`config.mk`:
```
export PLATFORM = sky130hd
export DESIGN_NAME = i2c_am_top
export DESIGN_NICKNAME = d
export VERILOG_FILES = /design/src/rtl/i2c_am_pkg.sv /design/src/rtl/i2c_am_regs.sv /design/src/rtl/i2c_am_link.sv /design/src/rtl/i2c_am_match.sv /design/src/rtl/i2c_am_top.sv
export SDC_FILE = /design/constraint.sdc
export NUM_CORES = 1
export LEC_CHECK = 0
export BUFFER_PORTS_ARGS = -buffer_cell sky130_fd_sc_hd__buf_2
export CAP_MARGIN = 20
export CORE_MARGIN = 4
export CORE_UTILIZATION = 60
export CTS_CLUSTER_SIZE = 28
export DETAILED_ROUTE_END_ITERATION = 8
export PLACE_DENSITY = 0.91
export SLEW_MARGIN = 15
export SYNTH_ARGS = -nofsm -noshare
export SYNTH_HDL_FRONTEND = slang
export SYNTH_SLANG_ARGS = --single-unit
```
`constraint.sdc`:
```
create_clock -name clk_i -period 5.19 [get_ports clk_i]
set_input_delay 0.519 -clock clk_i [delete_from_list [all_inputs] [get_ports clk_i]]
set_output_delay 0.519 -clock clk_i [all_outputs]
set_load 0.03 [all_outputs]
```
`src/rtl/i2c_am_pkg.sv`:
```
`timescale 1ns/1ps
package i2c_am_pkg;
  localparam int unsigned BYTE_W = 8;
  localparam int unsigned HI_W   = 2;
  localparam int unsigned CM_W   = 5;
  localparam int unsigned RA_W   = 3;

  localparam logic [RA_W-1:0] RA_OWN   = 3'd0;
  localparam logic [RA_W-1:0] RA_CTRL  = 3'd1;
  localparam logic [RA_W-1:0] RA_MASK  = 3'd2;
  localparam logic [RA_W-1:0] RA_CMASK = 3'd3;
  localparam logic [RA_W-1:0] RA_CMD   = 3'd4;

  // fixed prefix of a 10-bit address header byte
  localparam logic [4:0] TEN_HDR = 5'b11110;

  typedef enum logic [1:0] {ST_IDLE, ST_ADDR, ST_ACK, ST_DONE} state_e;

  typedef struct packed {
    logic [HI_W-1:0] own_hi;
    logic            stretch_en;
    logic            gc_en;
    logic            mask5;
    logic            ten_bit;
  } ctrl_t;

  localparam int unsigned CTRL_W = $bits(ctrl_t);
endpackage

```
`src/rtl/i2c_am_regs.sv`:
```
`timescale 1ns/1ps
module i2c_am_regs import i2c_am_pkg::*; (
  input  logic              clk_i,
  input  logic              rst_ni,
  input  logic              we_i,
  input  logic [RA_W-1:0]   addr_i,
  input  logic [BYTE_W-1:0] wdata_i,
  output logic [BYTE_W-1:0] rdata_o,
  output logic [BYTE_W-1:0] own_o,
  output ctrl_t             ctrl_o,
  output logic [BYTE_W-1:0] mask_o,
  output logic [CM_W-1:0]   cmask_o,
  output logic              clr_irq_o,
  output logic              rel_o
);
  logic [BYTE_W-1:0] own_q, mask_q;
  ctrl_t             ctrl_q;
  logic [CM_W-1:0]   cmask_q;

  always_ff @(posedge clk_i or negedge rst_ni) begin
    if (!rst_ni) begin
      own_q   <= '0;
      ctrl_q  <= '0;
      mask_q  <= '1;
      cmask_q <= '0;
    end else if (we_i) begin
      case (addr_i)
        RA_OWN:   own_q   <= wdata_i;
        RA_CTRL:  ctrl_q  <= ctrl_t'(wdata_i[CTRL_W-1:0]);
        RA_MASK:  mask_q  <= wdata_i;
        RA_CMASK: cmask_q <= wdata_i[CM_W-1:0];
        default: ;
      endcase
    end
  end

  // command register is write-only strobes
  assign clr_irq_o = we_i && (addr_i == RA_CMD) && wdata_i[0];
  assign rel_o     = we_i && (addr_i == RA_CMD) && wdata_i[1];

  always_comb begin
    rdata_o = '0;
    case (addr_i)
      RA_OWN:   rdata_o = own_q;
      RA_CTRL:  rdata_o[CTRL_W-1:0] = ctrl_q;
      RA_MASK:  rdata_o = mask_q;
      RA_CMASK: rdata_o[CM_W-1:0] = cmask_q;
      default:  rdata_o = '0;
    endcase
  end

  assign own_o   = own_q;
  assign ctrl_o  = ctrl_q;
  assign mask_o  = mask_q;
  assign cmask_o = cmask_q;
endmodule

```
`src/rtl/i2c_am_link.sv`:
```
`timescale 1ns/1ps
module i2c_am_link #(
  parameter int unsigned SYNC_STAGES = 2
) (
  input  logic clk_i,
  input  logic rst_ni,
  input  logic scl_i,
  input  logic sda_i,
  output logic scl_o,
  output logic sda_o,
  output logic scl_rise_o,
  output logic scl_fall_o,
  output logic start_o,
  output logic stop_o
);
  // SYNC_STAGES synchroniser flops plus one history flop per line
  logic [SYNC_STAGES:0] scl_sh, sda_sh;

  always_ff @(posedge clk_i or negedge rst_ni) begin
    if (!rst_ni) begin
      scl_sh <= '1;
      sda_sh <= '1;
    end else begin
      scl_sh <= {scl_sh[SYNC_STAGES-1:0], scl_i};
      sda_sh <= {sda_sh[SYNC_STAGES-1:0], sda_i};
    end
  end

  logic scl_now, scl_old, sda_now, sda_old;
  assign scl_now = scl_sh[SYNC_STAGES-1];
  assign scl_old = scl_sh[SYNC_STAGES];
  assign sda_now = sda_sh[SYNC_STAGES-1];
  assign sda_old = sda_sh[SYNC_STAGES];

  assign scl_o      = scl_now;
  assign sda_o      = sda_now;
  assign scl_rise_o = scl_now & ~scl_old;
  assign scl_fall_o = ~scl_now & scl_old;
  assign start_o    = scl_now & scl_old & sda_old & ~sda_now;
  assign stop_o     = scl_now & scl_old & ~sda_old & sda_now;
endmodule

```
`src/rtl/i2c_am_match.sv`:
```
`timescale 1ns/1ps
module i2c_am_match import i2c_am_pkg::*; (
  input  logic [BYTE_W-1:0] byte_i,
  input  logic              second_i,
  input  logic [BYTE_W-1:0] own_i,
  input  logic [HI_W-1:0]   own_hi_i,
  input  logic              ten_i,
  input  logic              mask5_i,
  input  logic              gc_en_i,
  input  logic [BYTE_W-1:0] mask_i,
  input  logic [CM_W-1:0]   cmask_i,
  output logic              ack_o,
  output logic              final_o
);
  logic [BYTE_W-1:0] eff, diff;

  always_comb begin
    if (mask5_i) begin
      eff = '0;
      for (int i = 2; i < CM_W + 1; i++) eff[i] = cmask_i[i-1];
      eff[1] = cmask_i[0];
      eff[0] = ten_i & cmask_i[0];  // low control widens in 10-bit mode
    end else begin
      eff = mask_i;
    end
  end

  assign diff = (byte_i ^ own_i) & ~eff;

  always_comb begin
    ack_o   = 1'b0;
    final_o = 1'b0;
    if (second_i) begin
      ack_o   = (diff == '0);
      final_o = 1'b1;
    end else if (gc_en_i && byte_i == '0) begin
      ack_o   = 1'b1;
      final_o = 1'b1;
    end else if (ten_i) begin
      ack_o   = (byte_i[BYTE_W-1:1] == {TEN_HDR, own_hi_i});
      final_o = 1'b0;
    end else begin
      ack_o   = (diff[BYTE_W-1:1] == '0);
      final_o = 1'b1;
    end
  end

  always_comb begin
    if (mask5_i && !ten_i && !second_i && (byte_i != '0) &&
        (byte_i[BYTE_W-1] != own_i[BYTE_W-1])) begin
      assert_top_bits_exact_R4: assert (!ack_o);
    end
  end
endmodule

```
`src/rtl/i2c_am_top.sv`:
```
`timescale 1ns/1ps
module i2c_am_top import i2c_am_pkg::*; #(
  parameter int unsigned SYNC_STAGES = 2
) (
  input  logic              clk_i,
  input  logic              rst_ni,
  input  logic              scl_i,
  input  logic              sda_i,
  input  logic              reg_we_i,
  input  logic [RA_W-1:0]   reg_addr_i,
  input  logic [BYTE_W-1:0] reg_wdata_i,
  output logic [BYTE_W-1:0] reg_rdata_o,
  output logic              sda_pull_o,
  output logic              scl_hold_o,
  output logic              irq_o
);
  localparam int unsigned CNT_W = $clog2(BYTE_W + 1);
  localparam logic [CNT_W-1:0] CNT_LAST = CNT_W'(BYTE_W - 1);
  localparam logic [CNT_W-1:0] CNT_FULL = CNT_W'(BYTE_W);

  logic [BYTE_W-1:0] own_w, mask_w;
  ctrl_t             ctrl_w;
  logic [CM_W-1:0]   cmask_w;
  logic              clr_w, rel_w;

  i2c_am_regs u_regs (
    .clk_i, .rst_ni,
    .we_i(reg_we_i), .addr_i(reg_addr_i), .wdata_i(reg_wdata_i),
    .rdata_o(reg_rdata_o), .own_o(own_w), .ctrl_o(ctrl_w),
    .mask_o(mask_w), .cmask_o(cmask_w), .clr_irq_o(clr_w), .rel_o(rel_w)
  );

  logic scl_s, sda_s, scl_rise, scl_fall, start_w, stop_w;

  i2c_am_link #(.SYNC_STAGES(SYNC_STAGES)) u_link (
    .clk_i, .rst_ni, .scl_i, .sda_i,
    .scl_o(scl_s), .sda_o(sda_s), .scl_rise_o(scl_rise), .scl_fall_o(scl_fall),
    .start_o(start_w), .stop_o(stop_w)
  );

  state_e            state_q;
  logic [CNT_W-1:0]  cnt_q;
  logic [BYTE_W-2:0] shift_q;
  logic              second_q, ack_pend_q, fin_pend_q, final_q;
  logic              sda_pull_q, hold_q, irq_q;
  logic [BYTE_W-1:0] byte_full;
  logic              m_ack, m_fin;

  assign byte_full = {shift_q, sda_s};

  i2c_am_match u_match (
    .byte_i(byte_full), .second_i(second_q), .own_i(own_w),
    .own_hi_i(ctrl_w.own_hi), .ten_i(ctrl_w.ten_bit), .mask5_i(ctrl_w.mask5),
    .gc_en_i(ctrl_w.gc_en), .mask_i(mask_w), .cmask_i(cmask_w),
    .ack_o(m_ack), .final_o(m_fin)
  );

  logic bus_ev, set_irq, set_hold;
  assign bus_ev   = start_w | stop_w;
  assign set_irq  = (state_q == ST_ADDR) && !bus_ev && scl_fall &&
                    (cnt_q == CNT_FULL) && ack_pend_q && fin_pend_q;
  assign set_hold = (state_q == ST_ACK) && !bus_ev && scl_fall &&
                    final_q && ctrl_w.stretch_en;

  always_ff @(posedge clk_i or negedge rst_ni) begin
    if (!rst_ni) begin
      state_q    <= ST_IDLE;
      cnt_q      <= '0;
      shift_q    <= '0;
      second_q   <= 1'b0;
      ack_pend_q <= 1'b0;
      fin_pend_q <= 1'b0;
      final_q    <= 1'b0;
      sda_pull_q <= 1'b0;
    end else if (start_w) begin
      state_q    <= ST_ADDR;
      cnt_q      <= '0;
      second_q   <= 1'b0;
      sda_pull_q <= 1'b0;
    end else if (stop_w) begin
      state_q    <= ST_IDLE;
      sda_pull_q <= 1'b0;
    end else begin
      case (state_q)
        ST_ADDR: begin
          if (scl_rise && cnt_q != CNT_FULL) begin
            shift_q <= {shift_q[BYTE_W-3:0], sda_s};
            cnt_q   <= cnt_q + 1'b1;
            if (cnt_q == CNT_LAST) begin
              ack_pend_q <= m_ack;
              fin_pend_q <= m_fin;
            end
          end else if (scl_fall && cnt_q == CNT_FULL) begin
            if (ack_pend_q) begin
              state_q    <= ST_ACK;
              sda_pull_q <= 1'b1;
              final_q    <= fin_pend_q;
            end else begin
              state_q <= ST_IDLE;
            end
          end
        end
        ST_ACK: begin
          if (scl_fall) begin
            sda_pull_q <= 1'b0;
            if (final_q) begin
              state_q <= ST_DONE;
            end else begin
              state_q  <= ST_ADDR;
              cnt_q    <= '0;
              second_q <= 1'b1;
            end
          end
        end
        default: ;
      endcase
    end
  end

  // set beats clear when both land together
  always_ff @(posedge clk_i or negedge rst_ni) begin
    if (!rst_ni)      irq_q <= 1'b0;
    else if (set_irq) irq_q <= 1'b1;
    else if (clr_w)   irq_q <= 1'b0;
  end

  always_ff @(posedge clk_i or negedge rst_ni) begin
    if (!rst_ni)       hold_q <= 1'b0;
    else if (set_hold) hold_q <= 1'b1;
    else if (rel_w)    hold_q <= 1'b0;
  end

  assign sda_pull_o = sda_pull_q;
  assign scl_hold_o = hold_q;
  assign irq_o      = irq_q;

  assert_pull_scl_low_R8: assert property (@(posedge clk_i) disable iff (!rst_ni)
    $rose(sda_pull_q) |-> !scl_s);
  assert_irq_with_ack_R8: assert property (@(posedge clk_i) disable iff (!rst_ni)
    $rose(irq_q) |-> sda_pull_q);
  assert_irq_sticky_R10: assert property (@(posedge clk_i) disable iff (!rst_ni)
    irq_q && !clr_w |=> irq_q);
  assert_hold_kept_R9: assert property (@(posedge clk_i) disable iff (!rst_ni)
    hold_q && !rel_w |=> hold_q);
  assert_hold_enable_R9: assert property (@(posedge clk_i) disable iff (!rst_ni)
    $rose(hold_q) |-> ctrl_w.stretch_en);
endmodule

```
# Yosys cells after proc, flatten, opt, wreduce, memory -nomap -nowiden
# Cells that the tools add are included.
totals:
  regBits: 53
  in_bits: 16
  wordCells: 136
  out_inout_bits: 11
op_classes:
  n_mux: 40
  n_bitwise: 19
  n_eq_ne: 19
  add_sub_neg: 1
  reduce_logical: 37
op_table:
  columns: ["operator", "count"]
  rows:
  - ["1-bit two-way mux", 21]
  - ["4-bit two-way mux", 5]
  - ["5-bit one-hot mux with 4 select lines", 1]
  - ["8-bit logical NOT", 2]
  - ["4-bit inequality test, second input constant", 4]
  - ["1-bit logical AND", 15]
  - ["5-bit AND reduction", 3]
  - ["2-bit two-way mux", 7]
  - ["4-bit AND reduction", 3]
  - ["1-bit bitwise AND", 8]
  - ["8-bit bitwise AND", 1]
  - ["8-bit two-way mux", 1]
  - ["8-bit inverter", 1]
  - ["2-bit one-hot mux with 2 select lines", 2]
  - ["4-bit one-hot mux with 2 select lines", 1]
  - ["2-bit AND reduction", 4]
  - ["2-bit nonzero test", 4]
  - ["8-bit XOR", 1]
  - ["7-bit == test", 1]
  - ["7-bit logical NOT", 1]
  - ["1-bit inverter", 7]
  - ["3-bit by 2-bit == test with 1-bit output, second input constant", 2]
  - ["3-bit inequality test, second input constant", 2]
  - ["6-bit AND reduction", 1]
  - ["17 further kinds", 18]

# Logic depth before layout (Yosys ltp)
# Gate-level depths: netlist (run 1).
depth:
  word_depth: 11
  ltp_mapped: 8

# Hierarchy
# From an unflattened synthesis (run 1), not the netlist that was laid out.
hier_totals:
  cells_unflattened: 237
  area_unflattened_um2: 2877.8
by_module_without_submodules:
  columns: ["module", "seq_area_each_um2", "n_inst", "cells_each", "area_each_um2"]
  rows:
  - ["i2c_am_regs", 685.7, 1, 92, 1303.8]
  - ["i2c_am_top", 500.5, 1, 99, 1086.0]
  - ["i2c_am_match", 0.0, 1, 36, 297.8]
  - ["i2c_am_link", 157.7, 1, 10, 190.2]

# Worst setup path after synthesis (run 1)
# No wires, ideal clock.
synth_timing:
  path_kind: "input -> output"
  from: "input port reg_addr_i[1]"
  to: "output port reg_rdata_o[6]"
  stages: 3
  required_time_ns: 4.671
  path_buffers: 1
  setup_slack_ns: 3.048
  arrival_time_ns: 1.623
  path_cell_list: "buf_1 > mux2i_1 > nor3_1"
synth_via:
  elab_chain_cells: 2
  word_cells_on_any_way: 3
  cone_classes: "eq/ne (1); mux (1); reduce/logical (1)"
synth_rtl:
  columns: ["element", "line", "rtl"]
  rows:
  - ["start: declaration", "i2c_am_top.sv:10", "input logic [RA_W-1:0] reg_addr_i,"]
  - ["3-bit by 2-bit == test with 1-bit output / 3-bit logical NOT (equally long branches)", "i2c_am_regs.sv:43", "case (addr_i)"]
  - ["2-bit one-hot mux with 2 select lines *", "i2c_am_regs.sv:43", null]
  - ["end: declaration", "i2c_am_top.sv:12", "output logic [BYTE_W-1:0] reg_rdata_o,"]
# Every way passes the cells marked *; elsewhere a longest branch is shown, timed or not.

# Worst setup path in the final report (run 1)
layout_timing:
  from: "input port reg_addr_i[0]"
  to: "output port reg_rdata_o[0]"
layout_via:
  elab_chain_cells: 2
  word_cells_on_any_way: 5
  cone_classes: "eq/ne (3); mux (1); reduce/logical (1)"
layout_rtl:
  columns: ["element", "line"]
  rows:
  - ["3-bit by 2-bit == test with 1-bit output (tied with other cells)", "i2c_am_regs.sv:43"]
  - ["5-bit one-hot mux with 4 select lines *", "i2c_am_regs.sv:43"]
# Marks and branches as above.

==> summary.md, run 1 <==
| Metric | Value |
|---|---|
| Worst EP required | 4.67 ns |
| Achievable Freq | 453.7 MHz |
| GR Overflow Total | 0 |
| NumNets Final | 281 |
| DP HPWL | 3697 um |
| Synthesized flop and latch total | 53 |
| CTS root buf | clkbuf_8 |
| Clock sink count | 53 |
| Cell Area, Synth | 2740 um2 |
| Slowest cell on crit path | mux4_2 |
| DRT antenna net count | 0 |
| FILL cells | 295 |
| Slew Limit Fails | 0 |
| Clock Latency Late Sink | 0.31 ns |
| IO Count | 27 |
| Pwr Total | 1.331 mW |
| Crit path buf inv count | 2 |
| Critical Path Sink Type | primary output |
| Hold_buf cts | 0 |
| Worst Path Arrival | 1.69 ns |
| Die Y | 75.58 um |
| Post-Syn Instances | 233 |
| Mapped Nets | 253 |
| Initial Util | 62.50% |
| Critical-path cell list | buf_2 -> mux4_2 -> nor2b_1 -> buf_2 |
| Chip width | 75.58 um |
| YS warnings | 0 |
| Setup TNS | 0 ns |
| # rows | 24 |
| H-tree depth | 2 |
| Post-CTS setup buffer count | 0 |
| Power per cell area | 439.1 nW/um2 |
| Drt initial violations | 107 |
| Antenna violations before repair | 0 |
| Synth cell types | 46 |
| Tcrit/Tclk final | 42.47% |
| Least-Margin Pin Slew | 1.061 ns |
| Commonest cells after routing, fill and taps aside | 39 x dfrtp_1, 34 x mux2_2, 26 x buf_2 |
| Clock tree buffer depth | 2 |
| Number of synthesized flops with an enable pin | 0 |
| Vias in the first global route | 1963 |
| IO Port Bufs | 26 |
| Max stage delay on crit path | 0.54 ns |
| Share of layout cells above drive strength 1 | 36.64% |
| Area delta synth->final | 10.59% |
| Final setup vio count | 0 |
| First-pass GRT wire length | 9211 um |
| Cts bufs inserted | 5 |
| Hold Violations, Final | 0 |
| WL per Instance | 17.19 um |
| Register area share after synthesis | 49.04% |
| Combinational power share | 30.2% |
| # diodes | 0 |
| Worst Skew | 0.007023 ns |
| CP Max Fanout | 13 |
| MaxCap Viol Count | 0 |
| Cells resized by post-CTS repair | 0 |
| CTS tree | done |
| Largest net degree at the start of global routing | 54 |
| DR vias/cell | 6.070 |
| Worst slew margin | 29.06% |
| Cell mode on critical path | buf_2 |
| DRC | 0 |
| RSZ-0062 raised after global routing | false |
| Leakage | 1.297 nW |
| Tot GR Track Use | 21.62% |
| Avg Inst Size Synth | 11.76 um2 |
| Sw Pwr | 0.4413 mW |
| Top delay family on crit path | multiplexers |
| Status | completed |
| Sw Share | 33.17% |
| Pre-Repair DR Iteration Count | 4 |
| Startpoint types | input port |
| Routed WL | 5397 um |
| Full die area | 5712 um2 |
| Sequential power share | 47.7% |
| Clk slew on worst S/H paths | 0.09 ns |
| Top_reg_cell synth | dfrtp_1 |
| Post-synthesis async set-or-reset flop share | 100.0% |
| Clock power share | 22.2% |
| Worst hold path type | in2async |
| Routability Congestion | 0.8079 |
| Via count | 1906 |
| Crit path time final | 2.204 ns |
| Pint | 0.8893 mW |
| Core area | 4384 um2 |
| Max VDD drop | 220.8 uV |
| Crit path kind | in2out |
| Commonest non-fill, non-tap cell in the layout | dfrtp_1 |
-- path summary, 6_finish.rpt --
check	from	to	slack, ns	depth (start not counted)
hold reg to reg	u_link.sda_sh[0]	u_link.sda_sh[1]	0.36	0
hold / removal	rst_ni	u_regs.cmask_o[4]	0.29	2
min in group clk_i	sda_i	u_link.sda_sh[0]	0.30	1
max in group asynchronous	rst_ni	state_q[1]	4.46	2
setup reg to reg	cnt_q[0]	cnt_q[3]	3.35	7
setup / recovery	reg_addr_i[0]	reg_rdata_o[0]	2.99	4
-- per-stage QoR --
step,std cells,setup slack (ns),utilization [%],instance area [um2],hold slack [ns]
floorplan,233,3.048,-,2740,0.2234
global placement,306,2.913,66.38,2910,0.3466
detailed placement,306,2.846,66.38,2910,0.3468
CTS,314,2.982,69.12,3030,0.2860
global route,314,2.906,69.12,3030,0.2740
finish,314,2.986,69.12,3030,0.2947
-- cell families (layout without fill, tap and decap cells) --
group / after synthesis / in the layout / synth area share (%)
fa+ha+maj: 4 / 4 / 1.827
xor+xnor: 10 / 10 / 3.197
flops: 53 / 53 / 49.04
mux: 47 / 47 / 21.00
compound gates: 35 / 35 / 8.585
simple gates: 68 / 68 / 13.79
buf+inv: 16 / 45 / 2.557
-- worst register-to-register path: cells and delay by family (launching register included) --
family                   cells  cell delay, ns
multiplexers                 1            0.16
adder cells (fa/ha/maj)      1            0.15
buffers and inverters        1            0.10
flip-flops                   1            0.41
AND/OR/NAND/NOR              3            0.50
AO/OA/AOI/OAI                1            0.43
-- power by group through the flow --
| stage | Combinational (mW) | Sequential (mW) | Clock [mW] |
|---|---|---|---|
| floorplan | 0.317 | 0.616 | 0 |
| global placement | 0.384 | 0.635 | 0 |
| detailed placement | 0.398 | 0.640 | 0 |
| CTS | 0.404 | 0.632 | 0.299 |
| global route | 0.443 | 0.649 | 0.317 |
| finish | 0.402 | 0.634 | 0.295 |
-- cells in the mapped netlist, types with 2 or more instances --
library cell | number | area (um2)
mux2i_1 | 8 | 80.08
nor2_1 | 13 | 48.80
nand2_1 | 15 | 56.30
mux4_2 | 5 | 112.6
ha_1 | 4 | 50.05
nand2b_1 | 3 | 18.77
xnor2_1 | 7 | 61.31
nor3_1 | 4 | 20.02
buf_2 | 2 | 10.01
nor2b_1 | 9 | 56.30
a31oi_1 | 5 | 31.28
a211oi_1 | 2 | 15.01
nor3b_1 | 3 | 22.52
inv_1 | 10 | 37.54
and4b_1 | 2 | 20.02
o21ai_0 | 11 | 55.05
xor2_1 | 3 | 26.28
nand4_1 | 2 | 12.51
dfrtp_1 | 39 | 975.9
mux2_2 | 34 | 382.9
clkbuf_1 | 2 | 7.510
dfstp_2 | 14 | 367.9
a21oi_1 | 5 | 25.02
nand3_1 | 9 | 45.04
-- per-layer routing --
layer	share of wire [%]	track usage [%]
met1	44	29.84
met3	4.8	5.277
met2	49	33.46
met4	2.0	7.767
met5	0	0
-- area by class of cell --
class	count	area, um2	share of cell area (%)
clock buffer	6	82.58	2.725
clock inverter	2	37.54	1.239
inverter	10	37.54	1.239
multi-input combinational	164	1326	43.77
sequential	53	1344	44.34
tap	52	65.06	2.147
timing repair buffer	27	137.6	4.542
-- sequential cells by signal, indices dropped and copies added, names as in the netlist --
| register | flops |
|---|---|
| final_q | 1 |
| u_link.sda_sh | 3 |
| shift_q | 7 |
| fin_pend_q | 1 |
| second_q | 1 |
| u_regs.own_o | 8 |
| scl_hold_o | 1 |
| ack_pend_q | 1 |
| sda_pull_o | 1 |
| u_link.scl_sh | 3 |
| cnt_q | 4 |
| u_regs.mask_o | 8 |
| u_regs.cmask_o | 5 |
| u_regs.ctrl_o | 6 |
| state_q | 2 |
| irq_o | 1 |
Note: power is estimated with default switching activity, not from simulation.
==> run 2, diff against run 1 <==
ABC_AREA = 1   (was not set)
CORE_UTILIZATION = 59   (was 60)
PLACE_DENSITY = 0.9   (was 0.91)
clock period = 2.24 ns   (was 5.19 ns; I/O delays follow)
==> summary.md, run 2 <==
| Metric | Value |
|---|---|
| Register area share after synthesis | 48.16% (was 49.04%) |
| Routability Congestion | 0.8781 (was 0.8079) |
| Initial Util | 62.36% (was 62.50%) |
| Hold Violations, Final | 0 (unchanged) |
| Chip width | 76.77 um (was 75.58 um) |
| Most common cell in the netlist | nand2_1 (was dfrtp_1) |
| Startpoint types | flop (was input port) |
| Synth area leader | dfrtp_1 (unchanged) |
| Post-Syn Instances | 365 (was 233) |
| Worst Skew | 0.009076 ns (was 0.007023 ns) |
| Slew Limit Fails | 0 (unchanged) |
| Largest cells by area after synthesis | dfrtp_1 35%, nand2_1 16%, dfstp_2 13% (was dfrtp_1 36%, mux2_2 14%, dfstp_2 13%) |
| Cells resized by post-CTS repair | 0 (unchanged) |
| Cell Area, Synth | 2790 um2 (was 2740 um2) |
| H-tree depth | 2 (unchanged) |
| Vias in the first global route | 2408 (was 1963) |
| # diodes | 0 (unchanged) |
| GR Util met1 | 29.04% (was 29.84%) |
| First-pass GRT wire length | 10930 um (was 9211 um) |
| Fin util | 68.88% (was 69.12%) |
| Drt initial violations | 194 (was 107) |
| Mapped Nets | 385 (was 253) |
| Combinational power share | 26.7% (was 30.2%) |
| # rows | 24 (unchanged) |
| Post-route insts no fill | 449 (was 314) |
| Placed Cells incl. Taps | 439 (was 306) |
| Setup TNS | 0 ns (unchanged) |
| DRT antenna net count | 0 (unchanged) |
| Pre-Repair DR Iteration Count | 5 (was 4) |
| Routed WL | 6095 um (was 5397 um) |
| Critical Path Sink Type | primary output (unchanged) |
| DRC | 0 (unchanged) |
| Sw Share | 36.59% (was 33.17%) |
| Worst EP required | 2.02 ns (was 4.67 ns) |
| DR vias/cell | 5.517 (was 6.070) |
| Antenna violations before repair | 0 (unchanged) |
| Gr busiest metal | met2 (unchanged) |
| Achievable Freq | 583.0 MHz |
| Max VDD drop | 643.5 uV (was 220.8 uV) |
| Sequential power share | 50.9% (was 47.7%) |
| Commonest cells after routing, fill and taps aside | 122 x nand2_1, 52 x inv_1, 39 x dfrtp_1 (was 39 x dfrtp_1, 34 x mux2_2, 26 x buf_2) |
| Final setup vio count | 0 (unchanged) |
| WL per Instance | 13.57 um (was 17.19 um) |
| IO Count | 27 (unchanged) |
| Power per cell area | 823.9 nW/um2 (was 439.1 nW/um2) |
| Clock tree buffer depth | 2 (unchanged) |
| RSZ-0062 raised after global routing | false (unchanged) |
| Top_reg_cell synth | dfrtp_1 (unchanged) |
| Sw Pwr | 0.9291 mW (was 0.4413 mW) |
| CTS root buf | clkbuf_8 (unchanged) |
| YS warnings | 0 (unchanged) |
| Worst Path Arrival | 1.49 ns (was 1.69 ns) |
| Commonest non-fill, non-tap cell in the layout | nand2_1 (was dfrtp_1) |
| Cts bufs inserted | 5 (unchanged) |
| Largest net degree at the start of global routing | 54 (unchanged) |
| Least-Margin Pin Slew | 0.6380 ns (was 1.061 ns) |
| Area delta synth->final | 10.45% (was 10.59%) |
| Status | completed (unchanged) |
| CTS tree | done (unchanged) |
| Leakage | 1.555 nW (was 1.297 nW) |
| Synthesized flop and latch total | 53 (unchanged) |
| FILL cells | 353 (was 295) |
| Clock power share | 22.3% (was 22.2%) |
| DP HPWL | 4580 um (was 3697 um) |
| Top cell type's share of synthesized area | 34.98% (was 35.62%) |
| Tot GR Track Use | 22.90% (was 21.62%) |
| Clock sink count | 53 (unchanged) |
| Clock Latency Late Sink | 0.32 ns (was 0.31 ns) |
| Commonest cells in the synthesized netlist | 122 x nand2_1, 52 x inv_1, 39 x dfrtp_1 (was 39 x dfrtp_1, 34 x mux2_2, 15 x nand2_1) |
| Crit path time final | 1.715 ns |
| Full die area | 5894 um2 (was 5712 um2) |
| Via count | 2477 (was 1906) |
| Post-synthesis async set-or-reset flop share | 100.0% (unchanged) |
| Crit path kind | reg2out (was in2out) |
| CP Max Fanout | 2 (was 13) |
| Die Y | 76.77 um (was 75.58 um) |
| MaxCap Viol Count | 0 (unchanged) |
| Clk slew on worst S/H paths | 0.10 ns (was 0.09 ns) |
| Number of synthesized flops with an enable pin | 0 (unchanged) |
| M2 GR Usage | 37.80% (was 33.46%) |
| IO Port Bufs | 26 (unchanged) |
| NumNets Final | 416 (was 281) |
| Worst hold path type | in2async (unchanged) |
| Core area | 4474 um2 (was 4384 um2) |
| Post-place setup slack | 0.6375 ns (was 2.846 ns) |
| Share of layout cells above drive strength 1 | 18.14% (was 36.64%) |
| Tcrit/Tclk final | 76.58% |
| Pint | 1.610 mW (was 0.8893 mW) |
| Worst slew margin | 57.47% (was 29.06%) |
| Met3 Usage GRT | 4.684% (was 5.277%) |
| GR Overflow Total | 0 (unchanged) |
| Final setup margin | 0.5246 ns (was 2.986 ns) |
| Synth cell types | 33 (was 46) |
| Avg Inst Size Synth | 7.644 um2 (was 11.76 um2) |
## run 2: cell families (layout without fill, tap and decap cells)
group	after synthesis	count (layout)	synth area share, %
fa+ha+maj	4	4	1.794
simple gates	175	175	27.00
xor+xnor	2	2	0.6279
buf+inv	64	96	8.969
compound gates	67	67	13.45
flops	53	53	48.16
## run 2: layer usage
layer	vias to the layer above	share of wire [%]
met5	-	0
met4	0	2.9
met3	19	5.8
met2	96	48
met1	1145	43
li1	1217	-
## run 2: power by group through the flow
stage | logic (mW) | clock network, mW | registers (mW)
floorplan | 0.486 | 0 | 1.29
global placement | 0.641 | 0 | 1.30
detailed placement | 0.674 | 0 | 1.30
CTS | 0.683 | 0.580 | 1.29
global route | 0.787 | 0.623 | 1.32
finish | 0.679 | 0.567 | 1.29
## run 2: final timing paths
path,start,endpoint,slack (ns),cells past startpoint
min reg2reg,u_link.scl_sh[0],u_link.scl_sh[1],0.36,0
max,u_regs.mask_o[1],reg_rdata_o[1],0.52,5
min in group clk_i,reg_wdata_i[6],u_regs.mask_o[6],0.13,3
min,rst_ni,u_regs.cmask_o[4],0.008,2
max reg2reg,cnt_q[0],cnt_q[3],0.61,8
max in group asynchronous,rst_ni,irq_o,1.81,2
## run 2: critical path, stage by stage, from the launching register on
cell	delay, ns
dfstp_2	0.54
inv_1	0.06
o22ai_1	0.17
inv_1	0.07
o221ai_1	0.09
buf_2	0.25
## run 2: repair_timing
action / 4_1_cts / 5_1_grt
hold endpoints to repair: 2 / 0
hold buffers: 2 / 0
buffers inserted: 0 / 0
## run 2: cell type report
| cell class | instances | area [um2] | area share (%) |
|---|---|---|---|
| inverter | 59 | 224.0 | 7.268 |
| clock inverter | 3 | 26.28 | 0.8526 |
| tap | 52 | 65.06 | 2.111 |
| clock buffer | 5 | 68.82 | 2.233 |
| timing repair buffer | 29 | 157.7 | 5.116 |
| sequential | 53 | 1344 | 43.61 |
| multi-input combinational | 248 | 1196 | 38.81 |
## run 2: per-stage QoR
stage | total power, mW | hold slack (ns) | cell area, um2
2_1_floorplan | 1.773 | -0.07159 | 2790
3_3_place_gp | 1.937 | 0.3283 | 2967
3_5_place_dp | 1.978 | 0.3323 | 2967
4_1_cts | 2.552 | 0.02433 | 3082
5_1_grt | 2.727 | 0.05970 | 3082
6_report | 2.539 | 0.008165 | 3082
==> run 3, diff against run 2 <==
ABC_AREA = 0   (was 1)
clock period = 1.6 ns   (was 2.24 ns; I/O delays follow)
==> summary.md, run 3 (synthesis results as in run 1) <==
| Metric | Value |
|---|---|
| DP HPWL | 4119 um (was 4580 um) |
| Status | finished, violations left (was completed) |
| Pwr Total | 4.866 mW (was 2.539 mW) |
| WL per Instance | 20.12 um (was 13.57 um) |
| Full die area | 5799 um2 (was 5894 um2) |
| Worst Skew | 0.01787 ns (was 0.009076 ns) |
| GR Overflow Total | 0 (unchanged) |
| Worst hold path type | in2reg (was in2async) |
| Max VDD drop | 862.8 uV (was 643.5 uV) |
| MaxCap Viol Count | 0 (unchanged) |
| Achievable Freq | 582.6 MHz |
| CP Max Fanout | 2 (unchanged) |
| Core area | 4414 um2 (was 4474 um2) |
| Register area | 1345 um2 (was 1344 um2) |
| GR Util met1 | 31.80% (was 29.04%) |
| Worst slew margin | 76.35% (was 57.47%) |
| H-tree depth | 2 (unchanged) |
| Commonest non-fill, non-tap cell in the layout | buf_4 (was nand2_1) |
| Clock Latency Late Sink | 0.32 ns (about the same) |
| RSZ-0062 raised after global routing | true (was false) |
| CP Launch Point | u_regs.cmask_o[2] (was u_regs.mask_o[1]) |
| M2 GR Usage | 39.73% (was 37.80%) |
| Pre-Repair DR Iteration Count | 5 (unchanged) |
| Initial Util | 62.07% (was 62.36%) |
| FILL cells | 244 (was 353) |
| Antenna violations before repair | 0 (unchanged) |
| Area delta synth->final | 25.66% (was 10.45%) |
| R2r startpoint | cnt_q[0] (unchanged) |
| NumNets Final | 321 (was 416) |
| Chip width | 76.15 um (was 76.77 um) |
| Routed WL | 7124 um (was 6095 um) |
| Crit path kind | reg2out (unchanged) |
| Clock tree buffer depth | 2 (unchanged) |
| Hold Violations, Final | 0 (unchanged) |
| Worst Path Arrival | 1.56 ns (was 1.49 ns) |
| Met3 Usage GRT | 5.201% (was 4.684%) |
| DRC | 0 (unchanged) |
| Tot GR Track Use | 24.32% (was 22.90%) |
| Final setup margin | -0.1164 ns (was 0.5246 ns) |
| # diodes | 0 (unchanged) |
| Clk slew on worst S/H paths | 0.11 ns (was 0.10 ns) |
| Routability Congestion | 0.9218 (was 0.8781) |
| Cts bufs inserted | 5 (unchanged) |
| Largest net degree at the start of global routing | 54 (unchanged) |
| Critical Path Sink Type | primary output (unchanged) |
| DR vias/cell | 6.455 (was 5.517) |
| Least-Margin Pin Slew | 0.3515 ns (was 0.6380 ns) |
| First-pass GRT wire length | 11500 um (was 10930 um) |
| Post-route cell area | 3443 um2 (was 3082 um2) |
| Power per cell area | 1413 nW/um2 (was 823.9 nW/um2) |
| Leakage | 1.504 nW (was 1.555 nW) |
| CTS root buf | clkbuf_8 (unchanged) |
| Via count | 2285 (was 2477) |
| Worst EP required | 1.44 ns (was 2.02 ns) |
| IO Port Bufs | 26 (unchanged) |
| Post-place setup slack | -0.08342 ns (was 0.6375 ns) |
| Gr busiest metal | met2 (unchanged) |
| Share of layout cells above drive strength 1 | 49.01% (was 18.14%) |
| Clock sink count | 53 (unchanged) |
| Die Y | 76.15 um (was 76.77 um) |
| Hold Crit Start | reg_wdata_i[0] |
| Drt initial violations | 357 (was 194) |
| Final setup vio count | 8 (was 0) |
| Placed inst area | 3040 um2 (was 2967 um2) |
| Tcrit/Tclk final | 107.3% |
| Area of the multi-input gates | 1424 um2 (was 1196 um2) |
| CTS tree | done (unchanged) |
| Commonest cells after routing, fill and taps aside | 41 x buf_4, 38 x dfrtp_1, 28 x mux2_2 (was 122 x nand2_1, 52 x inv_1, 39 x dfrtp_1) |
| IO Count | 27 (unchanged) |
| DRT antenna net count | 0 (unchanged) |
| # rows | 24 (unchanged) |
| Startpoint types | flop (unchanged) |
| Slew Limit Fails | 0 (unchanged) |
| Failing checks | setup timing |
| Vias in the first global route | 2323 (was 2408) |
| Crit path time final | 1.716 ns |
[run 3: changes by cell type in the layout (fill, tap and decap cells not counted), sizes merged, moves of 4 or more]
cell / change
nor2: -14
nand3: -4
o21ai: -41
a31oi: +5
inv: -50
mux2i: +8
nor2b: +9
mux2: +34
mux4: +5
buf: +37
xnor2: +6
nand2: -110
[run 3: stage by stage]
step / utilization, % / hold slack, ns / std cells / setup TNS [ns]
2_1_floorplan: - / -0.1356 / 233 / -0.1429
3_3_place_gp: 68.88 / 0.1674 / 320 / 0
3_5_place_dp: 68.88 / 0.1721 / 320 / -0.1974
4_1_cts: 75.71 / 0.07760 / 352 / -0.2554
5_1_grt: 78.00 / 0.09522 / 354 / -1.091
6_report: 78.00 / 0.06786 / 354 / -0.4723
[run 3: path summary, 6_finish.rpt]
check	cells past startpoint	end	slack, ns
min in group asynchronous	3	u_regs.own_o[3]	0.35
max reg2reg	7	cnt_q[3]	-0.06
max	3	reg_rdata_o[2]	-0.12
max in group asynchronous	3	u_regs.mask_o[5]	0.93
min	3	u_regs.mask_o[0]	0.07
min reg2reg	0	u_link.scl_sh[1]	0.36
[run 3: power breakdown]
group          switching [mW]  leakage (nW)  total, mW  internal (mW)
logic                   0.959         0.837       2.06           1.10
registers               0.328         0.629       2.03           1.70
clock network           0.467        0.0374      0.777          0.310
total                    1.75          1.50       4.87           3.11
[run 3: worst max-delay path: stages, from the launching register on]
cell,delay (ns)
dfrtp_1,0.41
mux4_2,0.47
nor2b_1,0.16
buf_4,0.19
[run 3: area by class of cell]
class                      instances  share of cell area (%)
multi-input combinational        164                   41.35
sequential                        53                   39.06
timing repair buffer              67                   14.06
clock buffer                       6                   2.108
tap                               52                   1.890
inverter                          10                   1.090
clock inverter                     2                  0.4360
[run 3: what timing repair did]
| action | 4_1_cts | 5_1_grt |
|---|---|---|
| pin swaps | 2 | 8 |
| buffers inserted | 21 | 2 |
| hold buffers | 3 | 0 |
| hold endpoints to repair | 41 | 0 |
| gates resized for setup | 12 | 26 |
| endpoints found under the setup margin | 17 | 22 |
[run 3: per-layer routing]
layer	vias to the layer above	part of all wire [%]
met4	0	3.8
met1	1137	40
met3	27	7.6
li1	977	-
met2	144	49
met5	-	0
